**config.mk**
```make
export PLATFORM = sky130hd
export DESIGN_NAME = irq_redir_regs
export DESIGN_NICKNAME = d
export VERILOG_FILES = /design/src/rtl/redir_regs_pkg.sv /design/src/rtl/redir_sel_decode.sv /design/src/rtl/redir_table.sv /design/src/rtl/redir_events.sv /design/src/rtl/irq_redir_regs.sv
export SDC_FILE = /design/constraint.sdc
export NUM_CORES = 2
export LEC_CHECK = 0
export CAP_MARGIN = 10
export CORE_ASPECT_RATIO = 1.4
export CORE_MARGIN = 2
export CORE_UTILIZATION = 63
export CTS_CLUSTER_SIZE = 14
export DETAILED_ROUTE_END_ITERATION = 10
export PLACE_DENSITY = 0.81
export SETUP_SLACK_MARGIN = 0.1
export SLEW_MARGIN = 20
export SYNTH_ARGS = -nofsm -noshare
export SYNTH_HDL_FRONTEND = slang
export SYNTH_SLANG_ARGS = --single-unit
```
**constraint.sdc**
```tcl
create_clock -name clk -period 9.3 [get_ports clk]
set_input_delay 1.86 -clock clk [delete_from_list [all_inputs] [get_ports clk]]
set_output_delay 1.86 -clock clk [all_outputs]
set_load 0.02 [all_outputs]
```
**src/rtl/redir_regs_pkg.sv**
```systemverilog
// Shared constants and types for the indirect redirection register block.
// Assumes 32-bit bus data and 64-bit redirection entries.
package redir_regs_pkg;

    localparam int SEL_W     = 8;
    localparam int DATA_W    = 32;
    localparam int ENTRY_W   = 64;
    localparam int RAW_IDX_W = SEL_W - 1;

    // Bus offsets (low address byte)
    localparam logic [7:0] OFS_SELECT = 8'h00;
    localparam logic [7:0] OFS_WINDOW = 8'h10;

    // Select codes
    localparam logic [SEL_W-1:0] SEL_IDENT      = 8'h00;
    localparam logic [SEL_W-1:0] SEL_VERSION    = 8'h01;
    localparam logic [SEL_W-1:0] SEL_ARBIT      = 8'h02;
    localparam logic [SEL_W-1:0] SEL_TABLE_BASE = 8'h10;

    // Entry field positions
    localparam int BIT_POL  = 13;
    localparam int BIT_RIRR = 14;
    localparam int BIT_TRIG = 15;
    localparam int BIT_MASK = 16;
    localparam int ID_LSB   = 24;
    localparam int ID_W     = 4;

    localparam logic [ENTRY_W-1:0] ENTRY_RESET = ENTRY_W'(1) << BIT_MASK;

    typedef enum logic [2:0] {
        RK_IDENT,
        RK_VERSION,
        RK_ARBIT,
        RK_TABLE,
        RK_NONE
    } reg_kind_e;

endpackage

```
**src/rtl/redir_sel_decode.sv**
```systemverilog
// Decodes the select register into a register kind, a table index and a half.
// Assumes the pin count fits in the index range reachable by an 8-bit select.
module redir_sel_decode
    import redir_regs_pkg::*;
#(
    parameter int NPINS = 24,
    localparam int PIN_W = (NPINS > 1) ? $clog2(NPINS) : 1
) (
    input  logic [SEL_W-1:0] sel,
    output reg_kind_e        kind,
    output logic [PIN_W-1:0] idx,
    output logic             upper,
    output logic             idx_ok
);

    localparam logic [RAW_IDX_W:0] NPINS_V = (RAW_IDX_W + 1)'(NPINS);

    logic [RAW_IDX_W-1:0] raw_idx;

    // Classify the select value and derive the entry index.
    always_comb begin
        raw_idx = sel[SEL_W-1:1] - SEL_TABLE_BASE[SEL_W-1:1];
        unique case (sel)
            SEL_IDENT:   kind = RK_IDENT;
            SEL_VERSION: kind = RK_VERSION;
            SEL_ARBIT:   kind = RK_ARBIT;
            default:     kind = (sel >= SEL_TABLE_BASE) ? RK_TABLE : RK_NONE;
        endcase
        idx_ok = (kind == RK_TABLE) && ({1'b0, raw_idx} < NPINS_V);
        idx    = raw_idx[PIN_W-1:0];
        upper  = sel[0];
    end

endmodule

```
**src/rtl/redir_table.sv**
```systemverilog
// Storage for the redirection entries, one 64-bit word per pin.
// Applies half writes, the remote-IRR clear on lower writes and remote-IRR sets.
// Assumes wr_en is only raised for an in-range index.
module redir_table
    import redir_regs_pkg::*;
#(
    parameter int NPINS = 24,
    localparam int PIN_W = (NPINS > 1) ? $clog2(NPINS) : 1
) (
    input  logic               clk,
    input  logic               rst_n,
    input  logic               wr_en,
    input  logic               wr_upper,
    input  logic [PIN_W-1:0]   wr_idx,
    input  logic [DATA_W-1:0]  wr_data,
    input  logic               set_valid,
    input  logic [PIN_W-1:0]   set_pin,
    input  logic [PIN_W-1:0]   rd_idx,
    output logic [ENTRY_W-1:0] rd_entry,
    output logic [ENTRY_W-1:0] wr_old,
    output logic [ENTRY_W-1:0] wr_new
);

    localparam logic [PIN_W:0]      NPINS_V   = (PIN_W + 1)'(NPINS);
    localparam logic [DATA_W-1:0]   RIRR_KEEP = ~(DATA_W'(1) << BIT_RIRR);

    logic [ENTRY_W-1:0] tbl [NPINS];

    // Look up the entry being written and build its next value.
    always_comb begin
        wr_old = ({1'b0, wr_idx} < NPINS_V) ? tbl[wr_idx] : '0;
        if (wr_upper) begin
            wr_new = {wr_data, wr_old[DATA_W-1:0]};
        end else begin
            wr_new = {wr_old[ENTRY_W-1:DATA_W], wr_data & RIRR_KEEP};
        end
    end

    // Read port for the window.
    always_comb begin
        rd_entry = ({1'b0, rd_idx} < NPINS_V) ? tbl[rd_idx] : '0;
    end

    for (genvar i = 0; i < NPINS; i++) begin : g_entry
        // Update one entry: reset, bus write, or remote-IRR set.
        always_ff @(posedge clk) begin
            if (!rst_n) begin
                tbl[i] <= ENTRY_RESET;
            end else if (wr_en && (wr_idx == PIN_W'(i))) begin
                tbl[i] <= wr_new;
            end else if (set_valid && (set_pin == PIN_W'(i))) begin
                tbl[i][BIT_RIRR] <= 1'b1;
            end
        end

        AST_RIRR_CLEARED_ON_LOW: assert property (@(posedge clk) disable iff (!rst_n)
            $past(wr_en && !wr_upper && (wr_idx == PIN_W'(i))) |-> !tbl[i][BIT_RIRR]);
    end

endmodule

```
**src/rtl/redir_events.sv**
```systemverilog
// Registers the side-effect outputs of a table write: the mask-change event
// and the re-service request. Both appear the cycle after the write.
// Assumes wr_old and wr_new describe the entry at wr_idx in the write cycle.
module redir_events
    import redir_regs_pkg::*;
#(
    parameter int NPINS = 24,
    localparam int PIN_W = (NPINS > 1) ? $clog2(NPINS) : 1
) (
    input  logic               clk,
    input  logic               rst_n,
    input  logic               wr_en,
    input  logic [PIN_W-1:0]   wr_idx,
    input  logic [ENTRY_W-1:0] wr_old,
    input  logic [ENTRY_W-1:0] wr_new,
    input  logic [NPINS-1:0]   pending,
    output logic               mask_evt_valid,
    output logic [PIN_W-1:0]   mask_evt_pin,
    output logic               mask_evt_masked,
    output logic               svc_req_valid,
    output logic [PIN_W-1:0]   svc_req_pin
);

    localparam logic [PIN_W:0] NPINS_V = (PIN_W + 1)'(NPINS);

    logic mask_flip;
    logic need_svc;
    logic pend_bit;

    // Decide which side effects this write causes.
    always_comb begin
        pend_bit  = ({1'b0, wr_idx} < NPINS_V) ? pending[wr_idx] : 1'b0;
        mask_flip = wr_en && (wr_old[BIT_MASK] != wr_new[BIT_MASK]);
        need_svc  = wr_en && wr_new[BIT_TRIG] && pend_bit;
    end

    // Mask-change event register.
    always_ff @(posedge clk) begin
        if (!rst_n) begin
            mask_evt_valid  <= 1'b0;
            mask_evt_pin    <= '0;
            mask_evt_masked <= 1'b0;
        end else begin
            mask_evt_valid  <= mask_flip;
            mask_evt_pin    <= wr_idx;
            mask_evt_masked <= wr_new[BIT_MASK];
        end
    end

    // Re-service request register.
    always_ff @(posedge clk) begin
        if (!rst_n) begin
            svc_req_valid <= 1'b0;
            svc_req_pin   <= '0;
        end else begin
            svc_req_valid <= need_svc;
            svc_req_pin   <= wr_idx;
        end
    end

    AST_MASK_EVT_FROM_WRITE: assert property (@(posedge clk) disable iff (!rst_n)
        mask_evt_valid |-> $past(wr_en));
    AST_SVC_FROM_WRITE: assert property (@(posedge clk) disable iff (!rst_n)
        svc_req_valid |-> $past(wr_en));

endmodule

```
**src/rtl/irq_redir_regs.sv**
```systemverilog
// Indirect select/window register block for an interrupt router.
// Holds the select and identifier registers, decodes bus accesses and drives
// the table and the side-effect logic. Reads are combinational in the access
// cycle, and write side effects appear one cycle after the write.
// Assumes ADDR_W >= 8 and NPINS <= 120.
module irq_redir_regs
    import redir_regs_pkg::*;
#(
    parameter int          NPINS    = 24,
    parameter int          ADDR_W   = 12,
    parameter logic [7:0]  VER_CODE = 8'h11,
    localparam int         PIN_W    = (NPINS > 1) ? $clog2(NPINS) : 1
) (
    input  logic              clk,
    input  logic              rst_n,
    input  logic              bus_valid,
    input  logic              bus_write,
    input  logic              bus_wide,
    input  logic [ADDR_W-1:0] bus_addr,
    input  logic [DATA_W-1:0] bus_wdata,
    output logic [DATA_W-1:0] bus_rdata,
    input  logic [NPINS-1:0]  pin_pending,
    input  logic              rirr_set_valid,
    input  logic [PIN_W-1:0]  rirr_set_pin,
    output logic              mask_evt_valid,
    output logic [PIN_W-1:0]  mask_evt_pin,
    output logic              mask_evt_masked,
    output logic              svc_req_valid,
    output logic [PIN_W-1:0]  svc_req_pin
);

    localparam logic [DATA_W-1:0] VERSION_WORD =
        {8'h00, 8'(NPINS - 1), 8'h00, VER_CODE};

    logic [SEL_W-1:0]   sel_q;
    logic [ID_W-1:0]    id_q;
    logic [7:0]         ofs;
    logic               wr_ok;
    logic               sel_wr;
    logic               win_wr;
    logic               id_wr;
    logic               tbl_wr;
    reg_kind_e          kind;
    logic [PIN_W-1:0]   idx;
    logic               upper;
    logic               idx_ok;
    logic [ENTRY_W-1:0] rd_entry;
    logic [ENTRY_W-1:0] wr_old;
    logic [ENTRY_W-1:0] wr_new;
    logic [DATA_W-1:0]  win_word;

    redir_sel_decode #(.NPINS(NPINS)) u_dec (
        .sel    (sel_q),
        .kind   (kind),
        .idx    (idx),
        .upper  (upper),
        .idx_ok (idx_ok)
    );

    // Qualify bus writes by offset and width.
    always_comb begin
        ofs    = bus_addr[7:0];
        wr_ok  = bus_valid && bus_write && bus_wide;
        sel_wr = wr_ok && (ofs == OFS_SELECT);
        win_wr = wr_ok && (ofs == OFS_WINDOW);
        id_wr  = win_wr && (kind == RK_IDENT);
        tbl_wr = win_wr && (kind == RK_TABLE) && idx_ok;
    end

    redir_table #(.NPINS(NPINS)) u_tbl (
        .clk       (clk),
        .rst_n     (rst_n),
        .wr_en     (tbl_wr),
        .wr_upper  (upper),
        .wr_idx    (idx),
        .wr_data   (bus_wdata),
        .set_valid (rirr_set_valid),
        .set_pin   (rirr_set_pin),
        .rd_idx    (idx),
        .rd_entry  (rd_entry),
        .wr_old    (wr_old),
        .wr_new    (wr_new)
    );

    redir_events #(.NPINS(NPINS)) u_evt (
        .clk             (clk),
        .rst_n           (rst_n),
        .wr_en           (tbl_wr),
        .wr_idx          (idx),
        .wr_old          (wr_old),
        .wr_new          (wr_new),
        .pending         (pin_pending),
        .mask_evt_valid  (mask_evt_valid),
        .mask_evt_pin    (mask_evt_pin),
        .mask_evt_masked (mask_evt_masked),
        .svc_req_valid   (svc_req_valid),
        .svc_req_pin     (svc_req_pin)
    );

    // Select register.
    always_ff @(posedge clk) begin
        if (!rst_n) begin
            sel_q <= '0;
        end else if (sel_wr) begin
            sel_q <= bus_wdata[SEL_W-1:0];
        end
    end

    // Identifier register.
    always_ff @(posedge clk) begin
        if (!rst_n) begin
            id_q <= '0;
        end else if (id_wr) begin
            id_q <= bus_wdata[ID_LSB +: ID_W];
        end
    end

    // Word seen through the window for the current select.
    always_comb begin
        unique case (kind)
            RK_VERSION:        win_word = VERSION_WORD;
            RK_IDENT, RK_ARBIT: win_word = DATA_W'(id_q) << ID_LSB;
            RK_TABLE:          win_word = !idx_ok ? '0 :
                                          (upper ? rd_entry[ENTRY_W-1:DATA_W]
                                                 : rd_entry[DATA_W-1:0]);
            default:           win_word = '0;
        endcase
    end

    // Bus read data multiplexer.
    always_comb begin
        bus_rdata = '0;
        if (bus_valid && !bus_write) begin
            if (ofs == OFS_SELECT) begin
                bus_rdata = DATA_W'(sel_q);
            end else if (ofs == OFS_WINDOW) begin
                bus_rdata = win_word;
            end
        end
    end

    AST_SEL_HOLD: assert property (@(posedge clk) disable iff (!rst_n)
        !$past(sel_wr) |-> $stable(sel_q));
    AST_NARROW_NO_ID: assert property (@(posedge clk) disable iff (!rst_n)
        $past(bus_valid && bus_write && !bus_wide) |-> $stable(id_q));
    AST_OOR_NO_EVENT: assert property (@(posedge clk) disable iff (!rst_n)
        $past(win_wr && (kind == RK_TABLE) && !idx_ok) |-> (!mask_evt_valid && !svc_req_valid));

endmodule

```
==> flow_summary.json <==
{
  "run_status": "completed",
  "worst_hold_path_type": "reg2reg",
  "hold_viol_final": 0,
  "postRouteAntennaNets": 0,
  "worstReg2RegEnd": "u_tbl.tbl[11][41]",
  "clock_insertion_delay_worst_skew_ns": 0.80,
  "grt_overflow": 0,
  "worstPathArrival_ns": 5.85,
  "synth_top_area_share": 0.654,
  "design.core.area_sq_mm": 0.111,
  "route.final.wire_length_um": 223000,
  "num_vias": 46885,
  "drcViolationCount": 0,
  "drt-vias-per-instance": 7.28,
  "pwr_cell_area_mw_per_mm2": 186,
  "tritoncts_clock_tree": "done",
  "max-slew-margin-rel": 0.200,
  "grt_start_max_net_pins": 138,
  "fin_skew_ns": 0.0309,
  "timing.final.max_slew_violations": 0,
  "timing.final.crit_share": 0.829,
  "crit_path_end_kind": "primary output",
  "max_freq_mhz": 130,
  "gp_congestion": 0.949,
  "path_clk_slew_ns": 0.06,
  "post_synth_most_frequent_cells": "sky130_fd_sc_hd__nor2_1 (1547), sky130_fd_sc_hd__edfxtp_1 (1536), sky130_fd_sc_hd__mux4_2 (296)",
  "holdPathStages": 2,
  "count_of_distinct_cell_types_in_the_synthesized_netlist": 93,
  "cts.htree.levels": 4,
  "synth_async_sr_flop_share": 0,
  "cts_resized": 0,
  "design.portCount": 124,
  "detail_route.iter0.violations": 8814,
  "cts_setup_buffers": 0,
  "rsz0062_at_grt": "no",
  "worst_setup_path_start_kind": "input pin",
  "most_frequently_used_flop_master_after_synthesis": "sky130_fd_sc_hd__edfxtp_1",
  "grt_first_pass_wirelength_um": 314000,
  "setup-violations-final": 0,
  "hold_path.startpoint": "sel_q[5]",
  "final-seq-area_sq_mm": 0.0465,
  "yosys_register_bits": 1556,
  "internal-power_w": 0.0112,
  "r2r-start": "sel_q[4]",
  "detailedPlacementHpwl_um": 118000,
  "power.total_w": 0.0143,
  "die_width_um": 287,
  "timing.setup.tns_ns": 0,
  "grt_pass1_vias": 46135,
  "gr-usage-all-layers": 0.390,
  "share_of_post_route_cells_with_drive_strength_above_1": 0.168,
  "p_leak_nw": 24.0,
  "synth_seq_area_share": 0.660,
  "max_cap_violations": 0,
  "root_buffer": "sky130_fd_sc_hd__clkbuf_16",
  "r2r_setup_slk_ns": 4.22,
  "cts_hold_buf": 0,
  "area_delta_synth_final_pct": 8.68,
  "number_of_buffers_inserted_during_clock_tree_synthesis": 144,
  "sw_frac_of_total": 0.215,
  "clk_path_buf_depth": 3,
  "finalNetCount": 4943,
  "criticalPathCategory": "in2out",
  "postLayoutSetupSlackWorst_ns": 1.59,
  "fp.dieH_um": 400,
  "synth_area_sq_mm": 0.0705,
  "fp-row-count": 145,
  "dominant_cell_type_by_area_after_synthesis": "sky130_fd_sc_hd__edfxtp_1",
  "multi_input_area_sq_mm": 0.0216,
  "min_cycle_time_layout_ns": 7.71,
  "rr_worst_depth": 8,
  "net_load_switching_power_w": 0.00307,
  "synth_fp_nets": 5020,
  "floorplan.die_area_sq_mm": 0.115,
  "synth_area_leaders": "sky130_fd_sc_hd__edfxtp_1 (65%), sky130_fd_sc_hd__mux4_2 (9.5%), sky130_fd_sc_hd__nor2_1 (8.2%)",
  "hold-path-endpoint": "sel_q[5]",
  "placement.setup.worst_slack_ns": 1.88,
  "critPathMaxFanout": 8,
  "worstMarginPinSlew_ns": 1.20,
  "seq_power_share": 0.567,
  "detailedRoute.firstPassIterationCount": 7,
  "synthesis.instances": 4940,
  "synthesis.area_per_instance_sq_um": 14.3,
  "pwr-share-comb": 0.040,
  "critical_path_required_ns": 7.44,
  "grt_antenna_before_repair": 12,
  "yosysMostFrequentCell": "sky130_fd_sc_hd__nor2_1",
  "wire_per_inst_um": 34.6,
  "synth.yosys.warnings": 0,
  "synth_enable_flop_cells": 1536,
  "worst_supply_voltage_drop_on_vdd_mv": 0.171,
  "placement.io_buffers": 119,
  "clkPwrFrac": 0.393,
  "layout.filler_cells": 6963,
  "floorplan.initialDensity": 0.634,
  "clkSinkCount": 1556
}
[layer usage]
metal | GRT usage | wire length, um | up-vias
met5 | 0.000424 | 87 | -
met4 | 0.286 | 19600 | 14
met3 | 0.120 | 35500 | 1333
met2 | 0.598 | 101000 | 4902
met1 | 0.470 | 66300 | 22586
li1 | - | - | 18050
[worst max path at each step]
stage | start | endpoint | slack, ns
6_report | bus_addr[5] | bus_rdata[25] | 1.59
3_5_place_dp | bus_addr[5] | bus_rdata[14] | 1.88
3_3_place_gp | bus_addr[5] | bus_rdata[14] | 1.86
4_1_cts | bus_addr[5] | bus_rdata[14] | 1.87
5_1_grt | bus_addr[5] | bus_rdata[25] | 1.67
2_1_floorplan | bus_addr[1] | u_tbl.tbl[22][14] | 0.83
[kinds of logic (layout without fill, tap and decap cells)]
kind of cell,Yosys count,in the layout,synth area share
mux,563,563,0.135
xor+xnor,1,1,0.000124
flops,1556,1556,0.660
fa+ha+maj,1,1,0.000178
compound gates,408,408,0.0524
other cells,0,5,0
buf+inv,472,497,0.0416
simple gates,1939,1939,0.111
[power by group through the flow]
| stage | Sequential, W | Combinational [W] | Clock, W |
|---|---|---|---|
| 2_1_floorplan | 0.00823 | 0.000303 | 0 |
| 3_3_place_gp | 0.00820 | 0.000535 | 0 |
| 3_5_place_dp | 0.00823 | 0.000546 | 0 |
| 4_1_cts | 0.00809 | 0.000549 | 0.00557 |
| 5_1_grt | 0.00811 | 0.000578 | 0.00581 |
| 6_report | 0.00809 | 0.000574 | 0.00561 |
[area by class of cell]
type,count,share of cell area
clock buffer,184,0.0504
inverter,9,0.000506
timing repair buffer,240,0.0297
antenna,5,0.000163
sequential,1556,0.608
clock inverter,64,0.00568
multi-input combinational,2912,0.282
tap,1470,0.0240
[registers in the layout, summed over array words and instances, names as in the netlist]
signal,cells
id_q,4
sel_q,8
u_evt.mask_evt_masked,1
u_evt.mask_evt_valid,1
u_evt.svc_req_pin,5
u_evt.svc_req_valid,1
u_tbl.tbl,1536
[worst max-delay path, stage by stage]
cell                              delay [ns]
sky130_fd_sc_hd__clkdlybuf4s50_1        0.41
sky130_fd_sc_hd__or4b_1                 0.70
sky130_fd_sc_hd__a2111o_4               0.62
sky130_fd_sc_hd__nor3_4                 0.76
sky130_fd_sc_hd__nand3_1                0.36
sky130_fd_sc_hd__o211ai_1               0.41
sky130_fd_sc_hd__clkdlybuf4s50_1        0.72
[layout by cell type, fill, tap and decap left out, types with 11 or more instances in the layout]
cell type,count
sky130_fd_sc_hd__edfxtp_1,1536
sky130_fd_sc_hd__nand3_1,53
sky130_fd_sc_hd__nand2_1,186
sky130_fd_sc_hd__o21ai_4,18
sky130_fd_sc_hd__a32oi_1,12
sky130_fd_sc_hd__a32o_1,11
sky130_fd_sc_hd__o221ai_1,36
sky130_fd_sc_hd__nand2b_1,21
sky130_fd_sc_hd__dfxtp_1,16
sky130_fd_sc_hd__nor2_1,1542
sky130_fd_sc_hd__o21ai_0,48
sky130_fd_sc_hd__nor2b_1,13
sky130_fd_sc_hd__nand2_4,18
sky130_fd_sc_hd__a221oi_2,11
sky130_fd_sc_hd__clkinv_1,32
sky130_fd_sc_hd__a22oi_1,13
sky130_fd_sc_hd__clkinv_2,17
sky130_fd_sc_hd__mux2i_1,228
sky130_fd_sc_hd__o21bai_1,15
sky130_fd_sc_hd__a32oi_4,11
sky130_fd_sc_hd__a211oi_1,13
sky130_fd_sc_hd__clkdlybuf4s50_1,118
sky130_fd_sc_hd__clkbuf_16,149
sky130_fd_sc_hd__clkbuf_1,35
sky130_fd_sc_hd__mux4_2,296
sky130_fd_sc_hd__o22ai_1,14
sky130_fd_sc_hd__a21oi_1,60
sky130_fd_sc_hd__o21ai_1,17
sky130_fd_sc_hd__nor2_2,15
sky130_fd_sc_hd__buf_4,100
sky130_fd_sc_hd__a221o_1,13
sky130_fd_sc_hd__mux2_2,29
sky130_fd_sc_hd__a32oi_2,24
[through the flow]
stage	hold slack, ns	cells	utilization	cell area, sq um
CTS	0.486	6425	0.687	76400
global route	0.509	6437	0.689	76600
floorplan	0.453	4940	-	70500
global placement	0.472	6176	0.648	72100
detailed placement	0.474	6177	0.649	72100
finish	0.507	6440	0.689	76600
(Power assumes the default switching activity.)
